[src/rtl/efs_pkg.sv]
package efs_pkg;

    localparam int DEF_CONNS     = 256;
    localparam int DEF_OVH_BYTES = 4;

    typedef enum logic {
        DIR_INGRESS = 1'b0,
        DIR_EGRESS  = 1'b1
    } cell_dir_e;

    typedef struct packed {
        logic fs_en;
        logic mark_all;
    } efs_cfg_t;

    // Combine global, overhead and stored terms into one status flag
    function automatic logic efs_combine(input efs_cfg_t cfg, input cell_dir_e dir,
                                         input logic ovh_bit, input logic stored);
        logic from_ovh;
        logic from_ctx;
        from_ovh = cfg.fs_en & (dir == DIR_EGRESS) & ovh_bit;
        from_ctx = cfg.fs_en & (dir == DIR_INGRESS) & stored;
        return cfg.mark_all | from_ovh | from_ctx;
    endfunction

endpackage

[src/rtl/efs_bit_pick.sv]
module efs_bit_pick #(
    parameter int OVH_BYTES = efs_pkg::DEF_OVH_BYTES,
    localparam int BSEL_W   = (OVH_BYTES > 1) ? $clog2(OVH_BYTES) : 1
) (
    input  logic [8*OVH_BYTES-1:0] ovh,
    input  logic [BSEL_W-1:0]      byte_sel,
    input  logic [2:0]             bit_sel,
    output logic                   bit_o
);
    logic [7:0] lane [OVH_BYTES];
    logic [7:0] chosen;

    for (genvar g = 0; g < OVH_BYTES; g++) begin : g_lane
        assign lane[g] = ovh[8*g +: 8];
    end

    always_comb begin
        chosen = lane[byte_sel];
        bit_o  = chosen[bit_sel];
    end
endmodule

[src/rtl/efs_status_mem.sv]
module efs_status_mem #(
    parameter int N_CONN = efs_pkg::DEF_CONNS,
    localparam int IDX_W = (N_CONN > 1) ? $clog2(N_CONN) : 1
) (
    input  logic             clk,
    input  logic             rst,
    input  logic             wr_en,
    input  logic [IDX_W-1:0] wr_idx,
    input  logic             wr_data,
    input  logic [IDX_W-1:0] rd_idx,
    output logic             rd_data
);
    logic [N_CONN-1:0] status_q;

    always_ff @(posedge clk) begin
        if (rst) begin
            status_q <= '0;
        end else if (wr_en) begin
            status_q[wr_idx] <= wr_data;
        end
    end

    // Write-first: a pending write to the same connection wins
    always_comb begin
        if (wr_en && (wr_idx == rd_idx)) begin
            rd_data = wr_data;
        end else begin
            rd_data = status_q[rd_idx];
        end
    end
endmodule

[src/rtl/egress_flow_tracker.sv]
module egress_flow_tracker
    import efs_pkg::*;
#(
    parameter int N_CONN    = DEF_CONNS,
    parameter int OVH_BYTES = DEF_OVH_BYTES,
    localparam int IDX_W    = (N_CONN > 1) ? $clog2(N_CONN) : 1,
    localparam int BSEL_W   = (OVH_BYTES > 1) ? $clog2(OVH_BYTES) : 1
) (
    input  logic                   clk,
    input  logic                   rst,
    input  logic                   cell_start,
    input  logic [IDX_W-1:0]       cell_conn,
    input  logic                   cell_dir,
    input  logic [8*OVH_BYTES-1:0] ovh_bytes,
    input  logic [BSEL_W-1:0]      cfg_byte_sel,
    input  logic [2:0]             cfg_bit_sel,
    input  logic                   cfg_fs_enable,
    input  logic                   cfg_mark_all,
    output logic                   efs_valid,
    output logic                   efs_flag,
    output logic                   st_wr_en,
    output logic [IDX_W-1:0]       st_wr_idx,
    output logic                   st_wr_data
);
    logic      ovh_bit;
    logic      stored_bit;
    efs_cfg_t  cfg;
    cell_dir_e dir;
    logic      capture;

    assign cfg.fs_en    = cfg_fs_enable;
    assign cfg.mark_all = cfg_mark_all;
    assign dir          = cell_dir_e'(cell_dir);
    assign capture      = cell_start && (dir == DIR_EGRESS) && cfg_fs_enable;

    efs_bit_pick #(.OVH_BYTES(OVH_BYTES)) u_pick (
        .ovh      (ovh_bytes),
        .byte_sel (cfg_byte_sel),
        .bit_sel  (cfg_bit_sel),
        .bit_o    (ovh_bit)
    );

    // Store commits the request registered for the previous cell
    efs_status_mem #(.N_CONN(N_CONN)) u_mem (
        .clk     (clk),
        .rst     (rst),
        .wr_en   (st_wr_en),
        .wr_idx  (st_wr_idx),
        .wr_data (st_wr_data),
        .rd_idx  (cell_conn),
        .rd_data (stored_bit)
    );

    always_ff @(posedge clk) begin
        if (rst) begin
            efs_valid  <= 1'b0;
            efs_flag   <= 1'b0;
            st_wr_en   <= 1'b0;
            st_wr_idx  <= '0;
            st_wr_data <= 1'b0;
        end else begin
            efs_valid  <= cell_start;
            efs_flag   <= cell_start && efs_combine(cfg, dir, ovh_bit, stored_bit);
            st_wr_en   <= capture;
            st_wr_idx  <= cell_conn;
            st_wr_data <= ovh_bit;
        end
    end
endmodule

[config.mk]
export PLATFORM = sky130hd
export DESIGN_NAME = egress_flow_tracker
export DESIGN_NICKNAME = d
export VERILOG_FILES = /design/src/rtl/efs_pkg.sv /design/src/rtl/efs_bit_pick.sv /design/src/rtl/efs_status_mem.sv /design/src/rtl/egress_flow_tracker.sv
export SDC_FILE = /design/constraint.sdc
export NUM_CORES = 1
export LEC_CHECK = 0
export BUFFER_PORTS_ARGS = -buffer_cell sky130_fd_sc_hd__buf_2
export CAP_MARGIN = 15
export CORE_MARGIN = 1
export CORE_UTILIZATION = 52
export DETAILED_ROUTE_END_ITERATION = 8
export PLACE_DENSITY = 0.66
export SYNTH_ARGS = -nofsm -noshare
export SYNTH_HDL_FRONTEND = slang
export SYNTH_SLANG_ARGS = --single-unit
[constraint.sdc]
create_clock -name clk -period 2.6 [get_ports clk]
set_input_delay 0.13 -clock clk [delete_from_list [all_inputs] [get_ports clk]]
set_output_delay 0.13 -clock clk [all_outputs]
set_load 0.05 [all_outputs]
==> flow_results.org <==
** Status
- The flow ran to the end, and the final reports show no timing, DRC or antenna violations.

** Clocking
- H-tree depth reported by CTS :: 1
- The clock passes through at most 3 buffers.
- Clock transition at path regs :: 0.06 ns
- CTS buffer count :: 29
- TritonCTS built the clock tree.
- In this run, post-CTS repair resized a total of 0 instances.
- Clock tree synthesis found a total of 268 sinks.
- Hold repair after CTS inserted 6 buffers.
- Postcts setup bufs :: 0
- Clock root buffer :: sky130_fd_sc_hd__clkbuf_16
- Later-pin clock latency in the skew report :: 0.55 ns

** Placement
- DP Cell Count :: 1,883
- The HPWL after detailed placement is 29,000 um.
- At the end of routability-driven placement, the weighted congestion stood at 1.02.
- Buffers placed on the I/O ports in this run total 62.
- Prior to clock tree synthesis, the placed netlist has a worst setup slack of 0.254 ns.

** Setup path
- STA puts the critical path data arrival time at 2.56 ns.
- Top fanout value on the critical path :: 2
- Worst R2R Setup Slack :: 0.48 ns
- CP Launch Type :: flip-flop
- For the worst setup path, the data required time is 3.05 ns.
- CP Capture Type :: flip-flop
- Source of the critical timing path :: u_mem.status_q[137]
- In this run the worst setup path terminates at efs_flag.
- The worst setup path is of the flip-flop to flip-flop kind.
- In this run the critical register-to-register path is launched from u_mem.status_q[137].
- Counting cells, the worst reg-to-reg path comes to 6.
- In this run the critical register-to-register path is captured at efs_flag.

** Pwr
- Summed over all nets, the switching power comes to 2.29 mW.
- Cell internal power was estimated by the tool at 6.73 mW.
- Part of the power in the clock network :: 45.0%
- Per report_power, the sequential group accounts for 46.3% of the total.
- Sw Ratio :: 25.4%
- VDD sags by at most 0.000494 V.
- The share of total power dissipated in combinational logic is 8.7%.
- In this run the static leakage power is 4.92 nW.
- Power spread over the standard cell area amounts to 605 mW/mm^2.

** STA
- Timing would allow up to 473 MHz.
- Total count of hold-check failures in the final report :: 0
- Unrepaired setup endpoints after global routing :: false
- Time the final worst path needs with I/O delays and setup :: 2.12 ns
- Final setup TNS :: 0 ns
- Final worst-path cycle share :: 81.3%
- The tightest hold path in the finished design has a slack of 0.0102 ns.
- The worst pin sits at a relative slew slack of 49.8%.
- Measured slew at the worst slew-check pin :: 0.752 ns
- Clock Skews :: 0.0102 ns
- The final max-slew violation count came to 0.
- Setup violations remaining at the end of the flow were counted as 0.
- Slack of the critical path :: 0.485 ns

** Die
- Initial core utilization :: 53.3%
- Cell row count :: 57
- Number of top-level design ports :: 63
- The die is 160 um tall.
- The floorplan step defined a die boundary enclosing 0.0257 sq mm.
- Horiz. Die Dim :: 160 um
- Core area :: 0.0245 sq mm

** Global routing
- Total global routing overflow :: 0
- In the global route stage, overall resource usage came out at 35.3%.
- Entering global routing, the biggest net connects 124 pins.
- Wire length of the first global-routing pass :: 70,300 um
- Initial antenna violation count :: 1
- Via count of the first global-routing pass :: 11.9k

** Layout
- Area growth from synthesis to layout :: 14.2%
- Multi-input logic area :: 0.00692 sq mm
- Final Instance Count excl. Fillers :: 1,942
- Fill cells in the final layout number 2,161.
- Across the whole layout, storage elements account for 0.00537 sq mm.
- Antenna cell count :: 0
- Nets :: 1,647
- Ratio of cells with drive above 1 in the final layout :: 16.9%

** Logic synthesis
- The number of nets in the synthesized netlist is 1,634.
- Summing every instance area after synthesis gives 0.0130 sq mm.
- Sequential elements use 41.1% of the synthesized area.
- During synthesis, Yosys emitted a total of 0 warnings.
- The netlist uses 39 different library cells.
- Synthesis inferred 268 register bits.
- By area the synthesized netlist is led by sky130_fd_sc_hd__dfxtp_1, sky130_fd_sc_hd__mux4_2, sky130_fd_sc_hd__a21oi_1.
- A synthesized cell averages 8.24 sq um.
- In this run the biggest area consumer among cell types represents 41.1% of the synthesized area.
- The biggest area contributor in the post-synthesis netlist is sky130_fd_sc_hd__dfxtp_1.
- Gate Count Post-Synth :: 1,583

** Detailed routing
- For this run, design rule violations remaining after detail routing come to 0.
- The final layout contains routed wiring with a total length of 46,400 um.
- The final route contains 12.9k vias.
- Remaining antenna violation count after routing :: 0
- Vias per cell :: 6.66
- Drt first pass iters :: 8
- The detailed router finished its first iteration with 1,985 violations.
- Average wire length per cell after detail routing :: 23.9 um

** Flow run
- Across the run, the number of max-cap violations was 0.

** Worst hold path
- Tightest Hold Check Type :: primary input to flip-flop
## through the flow
| stage | cell area, sq um | util (%) | power (mW) |
|---|---|---|---|
| detailed placement | 13900 | 56.8 | 5.02 |
| finish | 14900 | 60.9 | 9.01 |
| CTS | 14900 | 60.9 | 9.00 |
| global route | 14900 | 60.9 | 9.22 |
| floorplan | 13000 | - | 4.73 |
| global placement | 13900 | 56.8 | 5.02 |
## sequential cells by signal, indices dropped and copies added, names as in the netlist
register	flops
u_mem.status_q	256
st_wr_data	1
efs_flag	1
st_wr_idx	8
st_wr_en	1
efs_valid	1
## final cells by class
class                      count  area share, %
multi-input combinational   1121           46.5
tap                          324           2.72
clock buffer                  49           6.12
timing repair buffer         171           8.36
clock inverter                 4          0.134
inverter                       5          0.126
sequential                   268           36.0
## cells in the mapped netlist (all sizes together)
| library cell | number |
|---|---|
| nor3 | 9 |
| nand2b | 5 |
| nor2 | 54 |
| and2 | 4 |
| nand3 | 254 |
| inv | 5 |
| a2111oi | 1 |
| a31oi | 1 |
| nor2b | 18 |
| a22oi | 16 |
| and4b | 1 |
| o21ai | 248 |
| a221oi | 2 |
| a311o | 1 |
| clkbuf | 163 |
| buf | 26 |
| dfxtp | 268 |
| nor4 | 3 |
| a22o | 2 |
| xnor2 | 8 |
| or4 | 2 |
| a32oi | 1 |
| nand4 | 8 |
| a41oi | 1 |
| nand2 | 103 |
| a21oi | 265 |
| mux4 | 65 |
| nand3b | 1 |
| a311oi | 1 |
| o2111ai | 4 |
| mux2i | 20 |
| and3 | 19 |
| a211oi | 3 |
| a31o | 1 |
## power by group through the flow
stage	Combinational [mW]	Clock (mW)	Sequential [mW]
after floorplan	0.475	0	4.26
after global placement	0.752	0	4.26
after detailed placement	0.757	0	4.26
after CTS	0.764	4.06	4.17
after global routing	0.817	4.23	4.17
final	0.785	4.05	4.18
## metal layers
| metal | part of all wire [%] | track usage, % |
|---|---|---|
| met1 | 40 | 48.1 |
| met2 | 45 | 54.4 |
| met3 | 11 | 6.40 |
| met4 | 4.9 | 16.7 |
| met5 | 0 | 0 |
## worst min-delay path by stage
| stage | end | slack, ns | start | cells past startpoint |
|---|---|---|---|---|
| floorplan | st_wr_en | 0.26 | cell_dir | 2 |
| global placement | st_wr_en | 0.44 | cell_dir | 3 |
| detailed placement | st_wr_en | 0.45 | cell_dir | 3 |
| CTS | st_wr_data | 0.01 | cfg_bit_sel[2] | 4 |
| global route | st_wr_data | 0.03 | cfg_bit_sel[2] | 4 |
| finish | st_wr_data | 0.01 | cfg_bit_sel[2] | 4 |
## cells by family after synthesis
group | after synthesis | share of synthesized area, %
compound gates | 547 | 21.8
xor+xnor | 8 | 0.537
buf+inv | 194 | 6.02
flops | 268 | 41.1
mux | 85 | 12.9
simple gates | 481 | 17.6
## worst max-delay path: stages (launching register included)
cell                       delay, ns
sky130_fd_sc_hd__dfxtp_1        0.31
sky130_fd_sc_hd__mux4_1         0.49
sky130_fd_sc_hd__a22o_1         0.26
sky130_fd_sc_hd__a221oi_1       0.21
sky130_fd_sc_hd__nor3_1         0.09
sky130_fd_sc_hd__or4_1          0.44
sky130_fd_sc_hd__a31o_1         0.22
## layout by cell type, fill, tap and decap left out, types with 2 or more instances in the layout
master,Yosys,layout
sky130_fd_sc_hd__o21ai_0,248,248
sky130_fd_sc_hd__mux4_2,59,59
sky130_fd_sc_hd__buf_12,1,7
sky130_fd_sc_hd__clkbuf_8,0,10
sky130_fd_sc_hd__or4_1,2,2
sky130_fd_sc_hd__o2111ai_1,4,4
sky130_fd_sc_hd__clkbuf_1,163,10
sky130_fd_sc_hd__buf_4,1,98
sky130_fd_sc_hd__xnor2_1,8,8
sky130_fd_sc_hd__and2_1,4,4
sky130_fd_sc_hd__nor2b_1,18,18
sky130_fd_sc_hd__a21oi_1,265,265
sky130_fd_sc_hd__a211oi_1,3,3
sky130_fd_sc_hd__nand3_1,254,254
sky130_fd_sc_hd__nor2_1,54,54
sky130_fd_sc_hd__nor3_1,9,4
sky130_fd_sc_hd__dlygate4sd3_1,0,6
sky130_fd_sc_hd__clkinv_2,0,4
sky130_fd_sc_hd__a22o_1,2,2
sky130_fd_sc_hd__nand2_1,103,103
sky130_fd_sc_hd__nand2b_1,5,5
sky130_fd_sc_hd__buf_2,18,59
sky130_fd_sc_hd__nor3_2,0,5
sky130_fd_sc_hd__mux4_1,6,6
sky130_fd_sc_hd__inv_1,5,5
sky130_fd_sc_hd__nand4_1,8,8
sky130_fd_sc_hd__dfxtp_1,268,267
sky130_fd_sc_hd__clkbuf_16,0,30
sky130_fd_sc_hd__nor4_1,3,2
sky130_fd_sc_hd__a22oi_1,16,16
sky130_fd_sc_hd__mux2i_1,20,20
sky130_fd_sc_hd__a221oi_1,2,2
sky130_fd_sc_hd__and3_1,19,19
Power figures use the tool's default switching activity.
